$ cat src/rtl/bnn_pkg.sv
package bnn_pkg;
  localparam int KTAPS = 9;

  // signed dot product of +/-1 vectors from an agreement count
  function automatic int signed_dot(input int agree, input int n);
    return 2 * agree - n;
  endfunction

  // sign(x - tau) with ties mapped to +1
  function automatic logic fires(input int agree, input int n, input int thr);
    return signed_dot(agree, n) >= thr;
  endfunction
endpackage

$ cat src/rtl/bnn_xnor_pop.sv
module bnn_xnor_pop #(
  parameter int N  = 36,
  parameter int CW = 6
) (
  input  logic [N-1:0]  a,
  input  logic [N-1:0]  w,
  output logic [CW-1:0] agree
);
  logic [N-1:0] prod;
  assign prod = a ~^ w;

  always_comb begin
    agree = '0;
    for (int i = 0; i < N; i++) begin
      agree = agree + CW'(prod[i]);
    end
  end
endmodule

$ cat src/rtl/bnn_thr_bank.sv
module bnn_thr_bank #(
  parameter int CH = 16,
  parameter int TW = 8,
  parameter int AW = 4
) (
  input  logic             clk,
  input  logic             rst_n,
  input  logic             we,
  input  logic [AW-1:0]    addr,
  input  logic [TW-1:0]    data,
  output logic [CH*TW-1:0] thr_flat
);
  logic [TW-1:0] thr_q [CH];

  always_ff @(posedge clk or negedge rst_n) begin
    if (!rst_n) begin
      for (int i = 0; i < CH; i++) thr_q[i] <= '0;
    end else if (we) begin
      thr_q[addr] <= data;
    end
  end

  for (genvar c = 0; c < CH; c++) begin : g_flat
    assign thr_flat[c*TW +: TW] = thr_q[c];
  end
endmodule

$ cat src/rtl/bnn_sign_cmp.sv
module bnn_sign_cmp #(
  parameter int N  = 36,
  parameter int CW = 6,
  parameter int TW = 8
) (
  input  logic [CW-1:0] agree,
  input  logic [TW-1:0] thr,
  output logic          fire
);
  int thr_i;
  assign thr_i = int'($signed(thr));
  assign fire  = bnn_pkg::fires(int'(agree), N, thr_i);
endmodule

$ cat src/rtl/bnn_neuron.sv
module bnn_neuron #(
  parameter int GROUP_CH = 4,
  parameter int GROUPS   = 4,
  parameter int OUT_CH   = 16,
  parameter int THR_W    = 8
) (
  input  logic                                  clk,
  input  logic                                  rst_n,
  input  logic                                  in_valid,
  output logic                                  in_ready,
  input  logic [GROUPS*GROUP_CH*9-1:0]          act_win,
  input  logic [OUT_CH*GROUP_CH*9-1:0]          wgt_win,
  output logic                                  out_valid,
  input  logic                                  out_ready,
  output logic [OUT_CH-1:0]                     out_act,
  input  logic                                  thr_we,
  input  logic [$clog2(OUT_CH)-1:0]             thr_addr,
  input  logic [THR_W-1:0]                      thr_data
);
  localparam int N   = GROUP_CH * bnn_pkg::KTAPS;
  localparam int CW  = $clog2(N + 1);
  localparam int OPG = OUT_CH / GROUPS;
  localparam int AW  = $clog2(OUT_CH);

  logic              adv;
  logic              accept;
  logic              s1_valid;
  logic [CW-1:0]     agree_d [OUT_CH];
  logic [CW-1:0]     agree_q [OUT_CH];
  logic [OUT_CH-1:0] fire;
  logic [OUT_CH*THR_W-1:0] thr_flat;

  assign adv      = !out_valid || out_ready;
  assign in_ready = adv;
  assign accept   = in_valid && adv;

  bnn_thr_bank #(.CH(OUT_CH), .TW(THR_W), .AW(AW)) u_thr (
    .clk      (clk),
    .rst_n    (rst_n),
    .we       (thr_we),
    .addr     (thr_addr),
    .data     (thr_data),
    .thr_flat (thr_flat)
  );

  for (genvar o = 0; o < OUT_CH; o++) begin : g_ch
    localparam int GRP = o / OPG;
    bnn_xnor_pop #(.N(N), .CW(CW)) u_pop (
      .a     (act_win[GRP*N +: N]),
      .w     (wgt_win[o*N +: N]),
      .agree (agree_d[o])
    );
    bnn_sign_cmp #(.N(N), .CW(CW), .TW(THR_W)) u_cmp (
      .agree (agree_q[o]),
      .thr   (thr_flat[o*THR_W +: THR_W]),
      .fire  (fire[o])
    );
  end

  always_ff @(posedge clk or negedge rst_n) begin
    if (!rst_n) begin
      s1_valid  <= 1'b0;
      out_valid <= 1'b0;
      out_act   <= '0;
      for (int i = 0; i < OUT_CH; i++) agree_q[i] <= '0;
    end else if (adv) begin
      s1_valid  <= in_valid;
      out_valid <= s1_valid;
      if (in_valid) agree_q <= agree_d;
      if (s1_valid) out_act <= fire;
    end
  end
endmodule

$ cat config.mk
export PLATFORM = sky130hd
export DESIGN_NAME = bnn_neuron
export DESIGN_NICKNAME = d
export VERILOG_FILES = /design/src/rtl/bnn_pkg.sv /design/src/rtl/bnn_xnor_pop.sv /design/src/rtl/bnn_thr_bank.sv /design/src/rtl/bnn_sign_cmp.sv /design/src/rtl/bnn_neuron.sv
export SDC_FILE = /design/constraint.sdc
export NUM_CORES = 2
export LEC_CHECK = 0
export CAP_MARGIN = 15
export CORE_AREA = 2 2 295 297
export DETAILED_ROUTE_END_ITERATION = 16
export DIE_AREA = 0 0 297 299
export SETUP_SLACK_MARGIN = 0.1
export SYNTH_ARGS = -nofsm -noshare
export SYNTH_HDL_FRONTEND = slang
export SYNTH_SLANG_ARGS = --single-unit
$ cat constraint.sdc
create_clock -name clk -period 2.45 [get_ports clk]
set_clock_uncertainty 0.15 [all_clocks]
set_input_delay 0.49 -clock clk [delete_from_list [all_inputs] [get_ports clk]]
set_output_delay 0.49 -clock clk [all_outputs]
set_load 0.01 [all_outputs]
## Yosys cells after proc, flatten, opt, wreduce, memory -nomap -nowiden

Cells that the tools add are included.

| word-level totals | value |
|---|---|
| flip-flop bits (word level) | 242 |
| latch bits | 0 |
| RAM bits | 0 |
| bits in read-only memories | 0 |
| bits of input ports | 737 |
| output and inout bits | 18 |
| logic and storage cells | 654 |
| memories kept | 0 |

| cells by class | value |
|---|---|
| add/sub/neg operators | 576 |
| $mul | 0 |
| divide/modulo/power cells | 0 |
| magnitude comparators | 18 |
| equality and inequality tests | 0 |
| shifts and indexed selects | 0 |
| multiplexer cells | 3 |
| bitwise logic cells | 17 |
| reduce and logical (&&, ||, !) cells | 5 |

Operators with widths:

| cell | number |
|---|---|
| $add 6x1->6 | 544 |
| $xnor 36x36->36 | 16 |
| $bwmux 128 | 1 |
| $ge 8x8->1 | 16 |
| $sub 7x6->8 const B | 16 |
| $add 1x1->2 | 16 |
| $demux 8 s4 | 1 |
| $mux 8 | 1 |
| $ge 5x5->1 const B | 1 |
| $lt 5x1->1 const B | 1 |
| $not 4->5 | 1 |
| $reduce_and 2->1 | 2 |
| $logic_and 1x1->1 | 1 |
| $logic_not 1->1 | 1 |
| $logic_or 1x1->1 | 1 |

## Depth between registers and ports, before layout

| depth | value |
|---|---|
| word-level depth | 36 |
| depth in mapped cells | 20 |
| depth with buffers taken out | 19 |

## Hierarchy

A second synthesis with hierarchy kept.

| unflattened totals | value |
|---|---|
| cells, all modules | 2,937 |
| area, all modules | 31,895.6 µm² |

By module, submodules not included:

| module | times used | cells an instance | area each (µm²) | sequential area each (µm²) |
|---|---|---|---|---|
| bnn_xnor_pop | 16 | 113 | 1,162.4 | 0.0 |
| bnn_thr_bank | 1 | 293 | 4,844.6 | 3,203.1 |
| bnn_neuron | 1 | 244 | 4,349.2 | 2,852.7 |
| bnn_sign_cmp | 16 | 37 | 256.5 | 0.0 |

## Worst setup path before layout

No wires, ideal clock.

| timing | value |
|---|---|
| path kind | input to register |
| start point | input port act_win[0] |
| end point | register agree_q[82] (netlist name) |
| library setup time | 133 ps |
| arrival | 5,693 ps |
| data required time | 2,167 ps |
| path slack | -3,526 ps |
| cell stages on the path | 17 |
| path buffers | 1 |
| cells stage by stage | clkbuf_1 xnor2_1 ha_1 fa_1 fa_1 fa_1 fa_1 fa_1 inv_1 fa_1 inv_1 fa_1 fa_1 a21o_1 a21oi_1 xor2_1 o21ai_0 |

| between the ends | value |
|---|---|
| cells in the longest elaborated chain, start to end | 36 |

RTL lines:

| element | line | source |
|---|---|---|
| start: declaration | bnn_neuron.sv:11 | `input logic [GROUPS*GROUP_CH*9-1:0] act_win,` |
| $xnor 36x36->36 | bnn_xnor_pop.sv:10 | `assign prod = a ~^ w;` |
| $add 1x1->2 | bnn_xnor_pop.sv:15 | `agree = agree + CW'(prod[i]);` |
| $add 6x1->6 (34 in series) | bnn_xnor_pop.sv:15 |  |
| end signal: assignment | bnn_neuron.sv:69 | `if (in_valid) agree_q <= agree_d;` |
| end: declaration | bnn_neuron.sv:29 | `logic [CW-1:0] agree_q [OUT_CH];` |

Every way passes these cells.
A chain may end at the register's enable or synchronous reset.

## Final worst setup path

| timing | value |
|---|---|
| start point | input port act_win[37] |
| end point | register agree_q[58] (netlist name) |

The elaborated chain is that of the path after synthesis.

==> metrics.csv <==
metric,value,unit
Post-synth ARST share,100,%
RSZ-0062 raised after global routing,true,
Rows,108,
NumNets Final,5445,
"flops & latches, synth",242,
Yosys cell types,37,
routed length per instance,17.7,um
largest net degree at the start of global routing,57,
Fin. Hold Viols,0,
Crit Path Category,primary input to register,
clock root cell,clkbuf_16,
Yosys warning count,0,
initial antenna violation count,20,
Placed Area,41800,um2
setup ws final,-2.75,ns
Worst EP required,2.73,ns
placed cell count,5112,
worst path bufs/invs,4,
Worst-path clk slew,0.06,ns
Slew HR,68.0,%
first-pass GRT wire length,141000,um
Num Clock Sinks,242,
"Design Area, Final",44700,um2
Post-synth EDFFs,0,
"Avg Cell Area, Syn",10.1,um2
GP Congestion,0.937,
GRT Overall Usage,20.7,%
DRT Wirelength,91800,um
"area leader, netlist",fa_1,
DRT Pass-1 Iters,5,
Max Cap Violations,0,
layout cells sized above 1,19.6,%
setup violators final,96,
Port Buf Inserts,754,
"Slew Viols, Final",0,
"Cell Chain, Critical Path","buf_8, buf_6, xnor2_2, ha_1, fa_1, fa_1, fa_2, fa_2, fa_1, inv_1, fa_1, inv_2, fa_2, fa_2, a21o_1, a21oi_2, xor2_1, o21ai_1",
Die Span X,297,um
CP max stage cell,fa_2,
Max Buffers Root-to-Sink,3,
final cell utilization of the core,52.0,%
ranking of synthesized cells by area,"fa_1, dfrtp_1, ha_1",
DRT iter0 DRCs,750,
post-synth top area share,28.8,%
number of filler instances in the final layout,7932,
Startpoint Class,primary input,
CP arrival,5.48,ns
crit path max fanout,3,
Crit path max-delay family,adder cells,
Period minus WS final,5.20,ns
IO Count,755,
Skew-Pair Late Insertion Delay,0.55,ns
Final ANT Viol Nets,0,
DRC errors left,0,
vias in the first global route,25395,
core area,85900,um2
area grow syn2layout,43.7,%
Post-DP HPWL,80600,um
worst hold path class,primary input to asynchronous set/reset pin,
FMAX,0.192,GHz
critical path capture point type,register,
fin crit share,212,%
status,"finished, violations left",
CTS tree,done,
Die ar.,88800,um2
Die Y,299,um
cts bufs inserted,28,
Cells after Synth,3079,
biggest cell delay along the critical path,0.63,ns
sequential area share after synthesis,19.5,%
Non-Filler Instances,5192,
total gr overflow,0,
hold slack,0.326,ns
Starting Density,36.2,%
ys flop type,dfrtp_1,
syn_nets,4520,
Slew @ Worst Pin,0.480,ns
Via Count,23085,
H-Tree Depth,1,
"Cell Area, Synth",31100,um2
Vias/cell,4.45,
failing checks,setup timing,
flip-flops by register name, indices dropped and copies added, names as in the netlist:
signal and flops:
u_thr.thr_flat 128, out_act 16, out_valid 1, agree_q 96
s1_valid 1
final timing paths:
check	startpoint	end	slack [ns]	cells after the start
min in group clk	out_act[0]	out_act[0]	0.33	2
worst max-delay path	act_win[37]	agree_q[58]	-2.75	18
worst min-delay path	rst_n	agree_q[5]	0.33	2
max in group asynchronous	rst_n	agree_q[55]	1.12	3
worst min register to register	out_act[0]	out_act[0]	0.33	2
worst max register to register	agree_q[74]	out_act[3]	0.07	8
cells by family (layout without fill, tap and decap cells):
logic type / after synthesis / after routing / synth area share (%)
flops: 242 / 242 / 19.5
compound gates: 375 / 375 / 6.66
mux: 71 / 71 / 2.57
fa+ha+maj: 704 / 704 / 39.1
xor+xnor: 672 / 672 / 18.9
other cells: 0 / 15 / 0
simple gates: 281 / 281 / 4.27
buf+inv: 734 / 1677 / 8.95
placed cells by master (no fill, tap or decap), types with 84 or more instances in the layout:
cell	instances
nand2_1	167
dfrtp_1	242
xor2_1	261
inv_1	584
fa_1	361
ha_1	251
fa_2	87
xor2_2	92
buf_4	195
clkdlybuf4s50_1	467
dlymetal6s2s_1	124
o21ai_0	120
xnor2_1	231
xnor2_2	84
routing by layer:
metal	share of wire, %	track usage [%]	vias to the layer above
met5	0.061	0	-
met2	52	36.7	331
met1	43	26.9	11473
met4	1.8	4.03	10
met3	3.4	2.89	92
li1	-	-	11179
per-stage QoR:
step           worst slack, ns  setup TNS, ns
4_1_cts                  -2.95        -240.99
3_3_place_gp             -3.63        -318.68
5_1_grt                  -2.89        -241.77
6_report                 -2.75        -231.61
2_1_floorplan            -2.95        -253.15
3_5_place_dp             -3.67        -321.72
layout make-up:
type	instances	area (um2)	area share, %
inverters	630	2360	5.29
clock inverters	8	92.6	0.207
multi-input cells	2103	24100	54.0
clock buffers	40	837	1.87
diodes	15	37.5	0.0840
repair buffers	999	9710	21.7
well taps	1155	1450	3.24
flip-flops and latches	242	6060	13.6
synthesized netlist by cell type (9+ instances only):
master and instances:
a21o_1 42, a21oi_1 104, buf_2 21, clkbuf_1 83, dfrtp_1 242, fa_1 448, ha_1 256, inv_1 630
mux2_1 16, mux2_2 54, nand2_1 168, nand2b_1 11, nand3b_1 14, nor2_1 24, nor2b_1 24, nor4b_1 9
o211ai_1 16, o21ai_0 194, o31ai_1 10, or3_1 19, xnor2_1 318, xor2_1 354
repair_timing:
item	in CTS	in global routing
pin swaps	230	264
resized for setup	406	475
hold buffers	1	0
hold endpoints to repair	48	0
setup endpoints to repair	97	98
gates cloned	0	0
setup buffers	13	9
Power is not shown: default switching activity piles up to over one toggle a cycle in this logic, so the estimate is an artifact.
